File: config.mk
export PLATFORM = sky130hd
export DESIGN_NAME = uart_tx_reload
export DESIGN_NICKNAME = d
export VERILOG_FILES = /design/src/rtl/uart_tx_pkg.sv /design/src/rtl/uart_tx_framer.sv /design/src/rtl/uart_tx_bit_timer.sv /design/src/rtl/uart_tx_route.sv /design/src/rtl/uart_tx_reload.sv
export SDC_FILE = /design/constraint.sdc
export NUM_CORES = 1
export LEC_CHECK = 0
export ABC_CLOCK_PERIOD_IN_PS = 4400
export BUFFER_PORTS_ARGS = -buffer_cell sky130_fd_sc_hd__buf_2
export CORE_UTILIZATION = 45
export DETAILED_ROUTE_END_ITERATION = 16
export PLACE_DENSITY_LB_ADDON = 0.25
export SLEW_MARGIN = 10
export SYNTH_ARGS = -nofsm -noshare
export SYNTH_HDL_FRONTEND = slang
export SYNTH_HIERARCHICAL = 1
export SYNTH_SLANG_ARGS = --single-unit
File: constraint.sdc
create_clock -name clk -period 4.4 [get_ports clk]
set_clock_uncertainty 0.15 [all_clocks]
set_input_delay 0.44 -clock clk [delete_from_list [all_inputs] [get_ports clk]]
set_output_delay 0.44 -clock clk [all_outputs]
set_load 0.005 [all_outputs]
File: src/rtl/uart_tx_pkg.sv
package uart_tx_pkg;
    localparam int unsigned WORD_W  = 9;
    localparam int unsigned SHIFT_W = WORD_W + 1;
    localparam int unsigned LEN_W   = $clog2(SHIFT_W + 1);

    typedef enum logic [1:0] {
        ST_IDLE,
        ST_START,
        ST_DATA,
        ST_STOP
    } tx_state_e;

    typedef struct packed {
        tx_state_e            state;
        logic [SHIFT_W-1:0]   shift;
        logic [LEN_W-1:0]     left;
        logic                 extra_stop;
        logic                 reload;
    } seq_t;
endpackage

File: src/rtl/uart_tx_framer.sv
module uart_tx_framer
    import uart_tx_pkg::*;
(
    input  logic [WORD_W-1:0]  word_i,
    input  logic               nine_i,
    input  logic               par_en_i,
    input  logic               par_odd_i,
    output logic [SHIFT_W-1:0] payload_o,
    output logic [LEN_W-1:0]   len_o
);
    logic [WORD_W-1:0] mask;
    logic [WORD_W-1:0] kept;
    logic              par;

    always_comb begin
        for (int i = 0; i < int'(WORD_W); i++) begin
            mask[i] = (i < int'(WORD_W) - 1) || nine_i;
        end
        kept = word_i & mask;
        par  = (^kept) ^ par_odd_i;
        payload_o = {1'b0, kept};
        if (par_en_i) begin
            if (nine_i) begin
                payload_o[WORD_W] = par;
            end else begin
                payload_o[WORD_W-1] = par;
            end
        end
        len_o = LEN_W'(WORD_W - 1) + LEN_W'(nine_i) + LEN_W'(par_en_i);
    end
endmodule

File: src/rtl/uart_tx_bit_timer.sv
module uart_tx_bit_timer #(
    parameter int unsigned OS_RATE = 16
) (
    input  logic clk,
    input  logic rst_n,
    input  logic tick_i,
    input  logic hold_i,
    output logic bit_end_o
);
    localparam int unsigned CNT_W = $clog2(OS_RATE);
    localparam logic [CNT_W-1:0] LAST = CNT_W'(OS_RATE - 1);

    logic [CNT_W-1:0] cnt_d, cnt_q;

    always_comb begin
        cnt_d     = cnt_q;
        bit_end_o = tick_i && !hold_i && (cnt_q == LAST);
        if (hold_i) begin
            cnt_d = '0;
        end else if (tick_i) begin
            cnt_d = (cnt_q == LAST) ? '0 : cnt_q + CNT_W'(1);
        end
    end

    always_ff @(posedge clk or negedge rst_n) begin
        if (!rst_n) cnt_q <= '0;
        else        cnt_q <= cnt_d;
    end

    AST_BIT_WRAP: assert property (@(posedge clk) disable iff (!rst_n)
        bit_end_o |=> (cnt_q == '0));
endmodule

File: src/rtl/uart_tx_route.sv
module uart_tx_route (
    input  logic line_i,
    input  logic loop_en_i,
    output logic txd_o,
    output logic loop_o
);
    always_comb begin
        txd_o  = loop_en_i ? 1'b1 : line_i;
        loop_o = loop_en_i ? line_i : 1'b1;
    end
endmodule

File: src/rtl/uart_tx_reload.sv
module uart_tx_reload
    import uart_tx_pkg::*;
#(
    parameter int unsigned OS_RATE = 16
) (
    input  logic              clk,
    input  logic              rst_n,
    input  logic              tick16_i,
    input  logic              cfg_nine_i,
    input  logic              cfg_par_en_i,
    input  logic              cfg_par_odd_i,
    input  logic              cfg_two_stop_i,
    input  logic              cfg_loop_i,
    input  logic              fifo_nempty_i,
    input  logic [WORD_W-1:0] fifo_data_i,
    output logic              fifo_pop_o,
    output logic              txd_o,
    output logic              loop_rx_o,
    output logic              tx_empty_o
);
    seq_t               seq_d, seq_q;
    logic [SHIFT_W-1:0] payload;
    logic [LEN_W-1:0]   payload_len;
    logic               bit_end;
    logic               line;

    uart_tx_framer framer_i (
        .word_i    (fifo_data_i),
        .nine_i    (cfg_nine_i),
        .par_en_i  (cfg_par_en_i),
        .par_odd_i (cfg_par_odd_i),
        .payload_o (payload),
        .len_o     (payload_len)
    );

    uart_tx_bit_timer #(.OS_RATE(OS_RATE)) timer_i (
        .clk       (clk),
        .rst_n     (rst_n),
        .tick_i    (tick16_i),
        .hold_i    (seq_q.state == ST_IDLE),
        .bit_end_o (bit_end)
    );

    always_comb begin
        seq_d      = seq_q;
        fifo_pop_o = 1'b0;
        unique case (seq_q.state)
            ST_IDLE: begin
                if (tick16_i && fifo_nempty_i) begin
                    fifo_pop_o  = 1'b1;
                    seq_d.shift = payload;
                    seq_d.left  = payload_len;
                    seq_d.state = ST_START;
                end
            end
            ST_START: begin
                if (bit_end) seq_d.state = ST_DATA;
            end
            ST_DATA: begin
                if (bit_end) begin
                    seq_d.shift = seq_q.shift >> 1;
                    seq_d.left  = seq_q.left - LEN_W'(1);
                    if (seq_q.left == LEN_W'(1)) begin
                        // first stop bit begins: the reload decision
                        seq_d.state      = ST_STOP;
                        seq_d.extra_stop = cfg_two_stop_i;
                        seq_d.reload     = fifo_nempty_i;
                        if (fifo_nempty_i) begin
                            fifo_pop_o  = 1'b1;
                            seq_d.shift = payload;
                            seq_d.left  = payload_len;
                        end
                    end
                end
            end
            ST_STOP: begin
                if (bit_end) begin
                    if (seq_q.extra_stop) begin
                        seq_d.extra_stop = 1'b0;
                    end else if (seq_q.reload) begin
                        seq_d.reload = 1'b0;
                        seq_d.state  = ST_START;
                    end else begin
                        seq_d.state = ST_IDLE;
                    end
                end
            end
            default: seq_d.state = ST_IDLE;
        endcase

        unique case (seq_q.state)
            ST_START: line = 1'b0;
            ST_DATA:  line = seq_q.shift[0];
            default:  line = 1'b1;
        endcase
        tx_empty_o = (seq_q.state == ST_IDLE);
    end

    always_ff @(posedge clk or negedge rst_n) begin
        if (!rst_n) begin
            seq_q <= '{state: ST_IDLE, shift: '0, left: '0, extra_stop: 1'b0, reload: 1'b0};
        end else begin
            seq_q <= seq_d;
        end
    end

    uart_tx_route route_i (
        .line_i    (line),
        .loop_en_i (cfg_loop_i),
        .txd_o     (txd_o),
        .loop_o    (loop_rx_o)
    );

    AST_POP_NEEDS_DATA: assert property (@(posedge clk) disable iff (!rst_n)
        fifo_pop_o |-> (fifo_nempty_i && tick16_i));
    AST_POP_SINGLE: assert property (@(posedge clk) disable iff (!rst_n)
        fifo_pop_o |=> !fifo_pop_o);
    AST_LINE_ON_TICK: assert property (@(posedge clk) disable iff (!rst_n)
        !tick16_i |=> $stable(line));
    AST_PIN_PARKED: assert property (@(posedge clk) disable iff (!rst_n)
        cfg_loop_i |-> txd_o);
    AST_RELOAD_NO_GAP: assert property (@(posedge clk) disable iff (!rst_n)
        (seq_q.state == ST_STOP && bit_end && !seq_q.extra_stop && seq_q.reload)
        |=> (seq_q.state == ST_START));
    AST_EMPTY_RISE: assert property (@(posedge clk) disable iff (!rst_n)
        $rose(tx_empty_o) |-> $past(seq_q.state == ST_STOP));
endmodule

# Word-level counts from Yosys, hierarchy flattened
# Cells that the tools add are included.
# W data, S select, Z words.
[word_totals] ff_bits=22 in_bits=18 word_cells=63
[op_classes] addsub=4 n_eq_ne=11 mux=27 n_bitwise=2 reduce_logical=13
[ops] operator="$mux W18" count=2
[ops] operator="$pmux W14 S2" count=1
[ops] operator="$mux W16" count=1
[ops] operator="$mux W14" count=1
[ops] operator="$mux W4" count=3
[ops] operator="$ne A2 B2 Y1 const B" count=6
[ops] operator="$mux W1" count=10
[ops] operator="$mux W2" count=5
[ops] operator="$and A9 B9 Y9" count=1
[ops] operator="$reduce_xor A9 Y1" count=1
[ops] operator="$pmux W2 S4" count=1
[ops] operator="$reduce_and A6 Y1" count=1
[ops] operator="$reduce_bool A2 Y1" count=3
[ops] operator="$reduce_and A5 Y1" count=1
[ops] operator="$add A4 B1 Y4" count=1
[ops] operator="$add A4 B1 Y4 const A" count=1
[ops] operator="$add A4 B1 Y4 const B" count=1
[ops] operator="$eq A2 B2 Y1 const B" count=2
[ops] operator="$eq A4 B1 Y1 const B" count=1
[ops] operator="$eq A4 B4 Y1 const B" count=1
[ops] operator="$pmux W1 S2" count=2
[ops] operator="$pmux W2 S2" count=1
[ops] operator="$reduce_and A4 Y1" count=1
[ops] operator="$sub A4 B1 Y4 const B" count=1
[ops] operator="6 further kinds" count=8

# Logic depth before layout (Yosys ltp)
# Gate-level depths: netlist (run 1).
[depth] depth_word=9 ltp_mapped=8 mapped_depth_nobuf=7

# Modules after synthesis
# Netlist (run 1), hierarchy kept.
[by_module_without_submodules] module="uart_tx_reload" instances=1 cells_per_inst=116 area_each_um2=1069.8
[by_module_without_submodules] module="uart_tx_framer" instances=1 cells_per_inst=26 area_each_um2=216.5
[by_module_without_submodules] module="uart_tx_bit_timer" instances=1 cells_per_inst=22 area_each_um2=206.4
[by_module_without_submodules] module="uart_tx_route" instances=1 cells_per_inst=2 area_each_um2=12.5

# Worst setup path before layout (run 1)
# OpenSTA, ideal clock, no wires.
[synth_timing] path_kind="flip-flop to output port" startpoint="reg seq_q[16] (netlist name)" endpoint="out fifo_pop_o" t_arrival_ns=1.780 required_ns=3.810 setup_slack_ns=2.030 path_stages_with_launch=8 cell_sequence="dfrtp_1 -> clkbuf_1 -> nor2_1 -> nor3_1 -> nand2_2 -> nor2_2 -> a21oi_1 -> nor3b_1"
[synth_via] elab_chain_cells=6
[synth_lines] element="start: declaration" line="uart_tx_reload.sv:21" source="seq_t seq_d, seq_q;"
[synth_lines] element="start signal: assignment" line="uart_tx_reload.sv:101" source="seq_q <= '{state: ST_IDLE, shift: '0, left: '0, extra_stop: 1'b0, reload: 1'b0};"
[synth_lines] element="start signal: assignment" line="uart_tx_reload.sv:103" source="seq_q <= seq_d;"
[synth_lines] element="$logic_not A2 Y1"
[synth_lines] element="net tx_empty_o" line="uart_tx_reload.sv:19" source="output logic tx_empty_o"
[synth_lines] element="$logic_not A1 Y1" line="uart_tx_bit_timer.sv:17" source="bit_end_o = tick_i && !hold_i && (cnt_q == LAST);"
[synth_lines] element="$logic_and A1 B1 Y1 (2 in series)" line="uart_tx_bit_timer.sv:17"
[synth_lines] element="net bit_end" line="uart_tx_reload.sv:24" source="logic bit_end;"
[synth_lines] element="$mux W1" line="uart_tx_reload.sv:60" source="if (bit_end) begin"
[synth_lines] element="$pmux W1 S2" line="uart_tx_reload.sv:47" source="unique case (seq_q.state)"
[synth_lines] element="end: declaration" line="uart_tx_reload.sv:16" source="output logic fifo_pop_o,"
# The timed path passes the listed nets, and every way through them passes these cells.

# Worst setup path in the final report (run 1)
[layout_timing] startpoint="reg seq_q[16] (netlist name)" endpoint="out fifo_pop_o"
[layout_via] elab_chain_cells=6
[layout_lines] element="$logic_not A2 Y1" line="uart_tx_reload.sv:40" source=".hold_i (seq_q.state == ST_IDLE),"
[layout_lines] element="$logic_not A1 Y1" line="uart_tx_bit_timer.sv:17"
[layout_lines] element="$logic_and A1 B1 Y1 (2 in series)" line="uart_tx_bit_timer.sv:17"
[layout_lines] element="net bit_end" line="uart_tx_reload.sv:24"
[layout_lines] element="$mux W1" line="uart_tx_reload.sv:60"
[layout_lines] element="$pmux W1 S2" line="uart_tx_reload.sv:47"
# The timed path passes the listed nets, and every way through them passes these cells.

==> results of run 1 <==
-- cell families (layout without fill, tap and decap cells) --
family	count (synthesis)	in the layout	synth area share
AO/OA/AOI/OAI	38	38	0.1895
XOR/XNOR	9	9	0.07149
adder cells (fa/ha/maj)	4	4	0.03325
buffers and inverters	23	34	0.09726
flip-flops	22	22	0.3658
multiplexers	3	3	0.01995
other	2	2	0.004989
AND/OR/NAND/NOR	65	65	0.2178
-- critical path, cell delays in order (launching register included) --
cell	delay [ns]
dfrtp_1	0.60
nor2_1	0.18
nor3_1	0.47
nand2_2	0.18
nor2_2	0.17
a21oi_1	0.06
nor3b_1	0.17
buf_2	0.14
-- registers in the layout, indices dropped and copies added (netlist names) --
| name | cells |
|---|---|
| seq_q | 18 |
| timer_i/cnt_q | 4 |
-- worst paths after layout --
kind | slack [ns] | to | cells past startpoint
max in group asynchronous | 3.32 | seq_q[9] | 2
min reg2reg | 0.40 | seq_q[6] | 2
min | 0.26 | seq_q[6] | 3
max | 1.53 | fifo_pop_o | 7
max reg2reg | 1.75 | seq_q[5] | 6
min in group asynchronous | 0.45 | timer_i/cnt_q[2] | 2
-- power groups by stage --
stage / logic [mW] / registers [mW] / clock network (mW)
finish: 0.223 / 0.347 / 0.110
global placement: 0.212 / 0.345 / 0
global route: 0.256 / 0.357 / 0.122
floorplan: 0.186 / 0.330 / 0
detailed placement: 0.226 / 0.350 / 0
CTS: 0.226 / 0.346 / 0.113
-- final cells by class --
class | instances | share of cell area
multi-input cells | 121 | 0.5067
flip-flops and latches | 22 | 0.3451
repair buffers | 22 | 0.07216
well taps | 44 | 0.03451
clock buffers | 4 | 0.02275
inverters | 8 | 0.01882
-- per-stage QoR --
step / instance area, µm² / util / total power, mW / instances
after floorplan: 1505 / - / 0.5164 / 166
after global placement: 1549 / 0.4992 / 0.5569 / 216
after detailed placement: 1549 / 0.4992 / 0.5758 / 216
after CTS: 1595 / 0.5141 / 0.6848 / 221
after global routing: 1595 / 0.5141 / 0.7342 / 221
final: 1595 / 0.5141 / 0.6800 / 221
-- synthesized netlist by cell type (all sizes together) --
master,instances
a21boi,2
a21o,1
a21oi,11
a22oi,4
a31oi,10
buf,14
clkbuf,1
conb,2
dfrtp,22
ha,4
inv,8
mux2i,3
nand2,30
nand2b,5
nand3,2
nand3b,2
nand4,1
nor2,17
nor3,2
nor3b,2
o211ai,1
o21ai,8
o22ai,1
or2,1
or3,2
or3b,1
xnor2,4
xnor3,2
xor2,3
-- routing by layer --
layer	global-route usage	vias up
met3	0.03247	5
li1	-	569
met4	0.05980	0
met2	0.2905	36
met5	0	-
met1	0.2115	535
==> impl_results.md, run 1 <==
* Internal power at between 0.4 and 0.5 mW
* Clock tree buffer depth at 2
* Rows at 20
* Fmax at approximately 350 MHz
* Worst min-delay path category: input pin to flop
* Final Max Tran Viols at 0
* Met2 WL at approximately 1.3 mm
* I/O pin cnt at 22
* Hold Slack at 0.2561 ns
* RSZ-0062 raised after global routing: false
* Syn_area_per_cell at 9.067 µm²
* Ys Warns at 6
* Antenna Nets Post-Route at 0
* Synth area leader: dfrtp_1
* Sequential fraction of the synthesis area at 0.3658
* Setup slack after layout at approximately 1.5 ns
* First-pass detailed-route iteration total at 4
* Register Area at around 550 µm²
* Buffers on Ports at 21
* Sw frac at 0.3465
* TritonCTS clock tree: done
* DR vias at ~1100
* Kind of end point of the critical path: output pin
* Critical path fanouts, max at 12
* CP startpoint kind: flop
* Top cell type's share of synthesized area at 0.3658
* Pwr Density at approximately 430 mW/mm²
* Die footprint at about 0.0036 mm²
* Initial Util at 0.4851
* RePlAce Congestion at 0.8307
* Top Metal Used: met4
* Initial antenna violation count at 0
* CTS Buf Count at 3
* Clock share of power at 0.162
* Routed met1 length at between 1 and 1.5 mm
* Hold wc startpoint: fifo_data_i[0]
* Post-Syn Nets at ~190
* Final #Nets at 200
* Commonest non-fill, non-tap cell in the layout: nand2_1
* Combinational share of power at 0.328
* Final wirelength at approximately 2.6 mm
* Synth Instances at 166
* CP startpoint: seq_q[16]
* Setup CP Type: flop to output pin
* H-tree levels at 1
* Layout cells sized above 1 at 0.2373
* Sw Pwr at 0.2356 mW
* Post-CTS Setup Inserts at 0
* Global-route wire length before repair at 4.464 mm
* Clk sink count at 22
* Count of different cell masters after synthesis at 38
* Fill count at slightly above 300
* Pre-CTS WS at 1.792 ns
* DRC at 0
* Final period utilization at 0.6514
* Hold Vio Cnt, Final at 0
* Core footprint at slightly above 0.003 mm²
* Multi-input logic area at 808.3 µm²
* Grt total ovfl at 0
* Most frequent cells in the layout: nand2_1, dfrtp_1, buf_2
* Crit path arrival time at around 2.3 ns
* Setup TNS at 0 ns
* Worst-Skew Late Latency at 0.31 ns
* Reg power frac at 0.510
* DR WL met3 at 141 µm
* CTS root buf: clkbuf_4
* N_diodes at 0
* CTS Hold Buffers Added at 1
* Wire per inst at ~12 µm
* Critical Path RT at ~3.8 ns
* FF-to-FF Start: seq_q[16]
* Initial drt markers at 112
* Via density at 5.181
* Die width at 59.84 µm
* Syn-to-layout area delta at 5.985%
* Die H at between 50 and 60 µm
* Outcome: finished clean
* Seq cells post-synth at 22
* Reg clk slew, reported paths at about 0.12 ns
* Peak VDD IR at 155.4 µV
* Final setup vio count at 0
* Tmin final at 2.866 ns
* Largest net degree at the start of global routing at 29
* Post-Syn Area at 0.001505 mm²
* P_leak at 0.7087 nW
* GRT Total Usage at 0.1694
* DPL Wire Length at about 2 mm
* Max_slew headroom at 0.5330
* Pin slew with the least headroom to its limit at 0.6990 ns
* Post-CTS resize count at 0
* Number of global-route vias before repair at ~1000
* Max-capacitance violation count at 0
* Top cells by area, synth: dfrtp_1, nand2_1, buf_4, a31oi_2, nor2_1
No activity file was read; power rests on OpenSTA's default activity.
==> inputs of run 2 (changes only) <==
--- a/config.mk
+++ b/config.mk
@@ -5,7 +5,7 @@
 export SDC_FILE = /design/constraint.sdc
 export NUM_CORES = 1
 export LEC_CHECK = 0
-export ABC_CLOCK_PERIOD_IN_PS = 4400
+export ABC_CLOCK_PERIOD_IN_PS = 2450
 export BUFFER_PORTS_ARGS = -buffer_cell sky130_fd_sc_hd__buf_2
 export CORE_UTILIZATION = 45
 export DETAILED_ROUTE_END_ITERATION = 16
==> constraint.sdc (replaced) <==
create_clock -name clk -period 2.45 [get_ports clk]
set_clock_uncertainty 0.15 [all_clocks]
set_input_delay 0.245 -clock clk [delete_from_list [all_inputs] [get_ports clk]]
set_output_delay 0.245 -clock clk [all_outputs]
set_load 0.005 [all_outputs]
==> impl_results.md, run 2 (synthesis results as in run 1) <==
* Register Area at 551.8 µm² (+0.23%)
* Clock tree buffer depth at 2 (unchanged)
* Layout Utilization at 0.5315 (+0.01734)
* Final Max Tran Viols at 0 (unchanged)
* RePlAce Congestion at 0.8465 (+1.9%)
* Syn-to-layout area delta at 9.559%
* Kind of end point of the critical path: output pin
* DR vias at 1151 (+0.52%)
* Crit path arrival time at 1.91 ns (-0.37 ns)
* CTS root buf: clkbuf_4
* Reg with most FFs: seq_q
* Buffers on Ports at 21 (unchanged)
* Final wirelength at 2.835 mm (+7.9%)
* Sw frac at 0.3502 (+0.003643)
* Worst-Skew Late Latency at 0.31 ns (about the same)
* CTS Buf Count at 3 (unchanged)
* DRC at 0 (unchanged)
* Most frequent cells in the layout: nand2_1, buf_2, dfrtp_1
* RSZ-0062 raised after global routing: false
* Initial Util at 0.4851 (unchanged)
* Combinational share of power at 0.345 (+0.017)
* Clk sink count at 22 (unchanged)
* Final setup vio count at 0 (unchanged)
* Multi-input logic area at 823.3 µm² (+1.9%)
* Setup CP Type: flop to output pin
* I/O pin cnt at 22 (unchanged)
* Core footprint at 0.003103 mm² (unchanged)
* Setup TNS at 0 ns (unchanged)
* Layout cells sized above 1 at 0.2747 (+0.03744)
* Largest net degree at the start of global routing at 23 (-21%)
* CP startpoint kind: flop
* Final #Nets at 205 (+2.5%)
* GRT Total Usage at 0.1799 (+0.01053)
* Reg power frac at 0.490 (-0.020)
* Commonest non-fill, non-tap cell in the layout: nand2_1
* Die width at 59.84 µm (unchanged)
* P_leak at 0.7342 nW (+3.6%)
* Initial drt markers at 57 (-49%)
* Pwr Density at 759.3 mW/mm² (+78%)
* Global-route wire length before repair at 4.781 mm (+7.1%)
* Antenna Nets Post-Route at 0 (unchanged)
* Hold Vio Cnt, Final at 0 (unchanged)
* Peak VDD IR at 291.2 µV (+87%)
* Via density at 5.093 (-1.7%)
* N_diodes at 0 (unchanged)
* Top flop regs: seq_q (18), timer_i/cnt_q (4)
* Critical Path RT at 2.06 ns (-1.75 ns)
* Max reg flops at 18 (unchanged)
* Max-capacitance violation count at 0 (unchanged)
* First-pass detailed-route iteration total at 4 (unchanged)
* Die footprint at 0.003580 mm² (unchanged)
* Number of global-route vias before repair at 1142 (+10%)
* DPL Wire Length at 2.157 mm (+5.8%)
* Final period utilization at 0.9397
* H-tree levels at 1 (unchanged)
* Sw Pwr at 0.4385 mW (+86%)
* Internal power at 0.8137 mW (+83%)
* Tmin final at between 2 and 2.5 ns
* Fill count at 311 (+2.3%)
* Rows at 20 (unchanged)
* Outcome: finished clean
* Clock share of power at 0.165 (+0.003)
* Die H at 59.84 µm (unchanged)
* Fmax at 434.3 MHz
* Wire per inst at 12.54 µm (+5.5%)
* Grt total ovfl at 0 (unchanged)
* Reg clk slew, reported paths at 0.13 ns (about the same)
* Worst min-delay path category: input pin to flop
* Initial antenna violation count at 0 (unchanged)
* TritonCTS clock tree: done
* Hold Slack at 0.05447 ns (-0.2016 ns)
* Critical path fanouts, max at 3 (-9)
[run 2: cell types whose count changed in the layout (fill, tap and decap cells not counted), sizes merged]
| cell | delta |
|---|---|
| buf | +5 |
[run 2: worst max-delay path, cell delays in order, from the launching register on]
cell and delay [ns]:
dfrtp_1 0.42, inv_1 0.09, ha_1 0.17, or3b_4 0.42, nor2_4 0.14, a21oi_1 0.06
nor3b_2 0.15, buf_2 0.13
[run 2: through the flow]
stage / setup slack, ns / cells / area, µm² / power [mW]
after floorplan: 0.2506 / 166 / 1505 / 0.9273
after global placement: 0.4273 / 219 / 1572 / 1.009
after detailed placement: 0.3016 / 219 / 1572 / 1.036
after CTS: 0.002338 / 224 / 1618 / 1.241
after global routing: 0.04609 / 226 / 1649 / 1.350
final: 0.1477 / 226 / 1649 / 1.252
[run 2: final timing paths]
kind                       slack [ns]  cells after the start                to             start
setup reg to reg                 0.40                      8         seq_q[12]  timer_i/cnt_q[1]
min in group asynchronous        0.25                      2  timer_i/cnt_q[2]             rst_n
setup / recovery                 0.15                      7        fifo_pop_o          seq_q[3]
hold / removal                   0.05                      3          seq_q[7]    fifo_data_i[1]
max in group asynchronous        1.53                      2         seq_q[17]             rst_n
hold reg to reg                  0.41                      2          seq_q[6]          seq_q[7]
[run 2: final cells by class]
type | instances | area share
tap | 44 | 0.03338
clock buffer | 4 | 0.02200
multi-input combinational | 121 | 0.4992
inverter | 8 | 0.01821
timing repair buffer | 27 | 0.09256
sequential | 22 | 0.3346
[run 2: layer usage]
metal	GRT usage	routed length, µm
met4	0.07309	41
met1	0.2198	1350
met2	0.3095	1342
met3	0.03463	101
met5	0	0
[run 2: power by group through the flow]
stage                     Combinational, mW  Sequential [mW]  Clock (mW)
after CTS                             0.419            0.613       0.209
after global placement                0.395            0.613           0
final                                 0.432            0.613       0.207
after floorplan                       0.334            0.593           0
after detailed placement              0.417            0.619           0
after global routing                  0.491            0.631       0.228
[run 2: what timing repair did]
item / 4_1_cts / 5_1_grt
endpoints found under the setup margin: 0 / 1
hold endpoints to repair: 22 / 0
setup buffers: 0 / 2
gates resized for setup: 0 / 4
hold buffers: 1 / 0
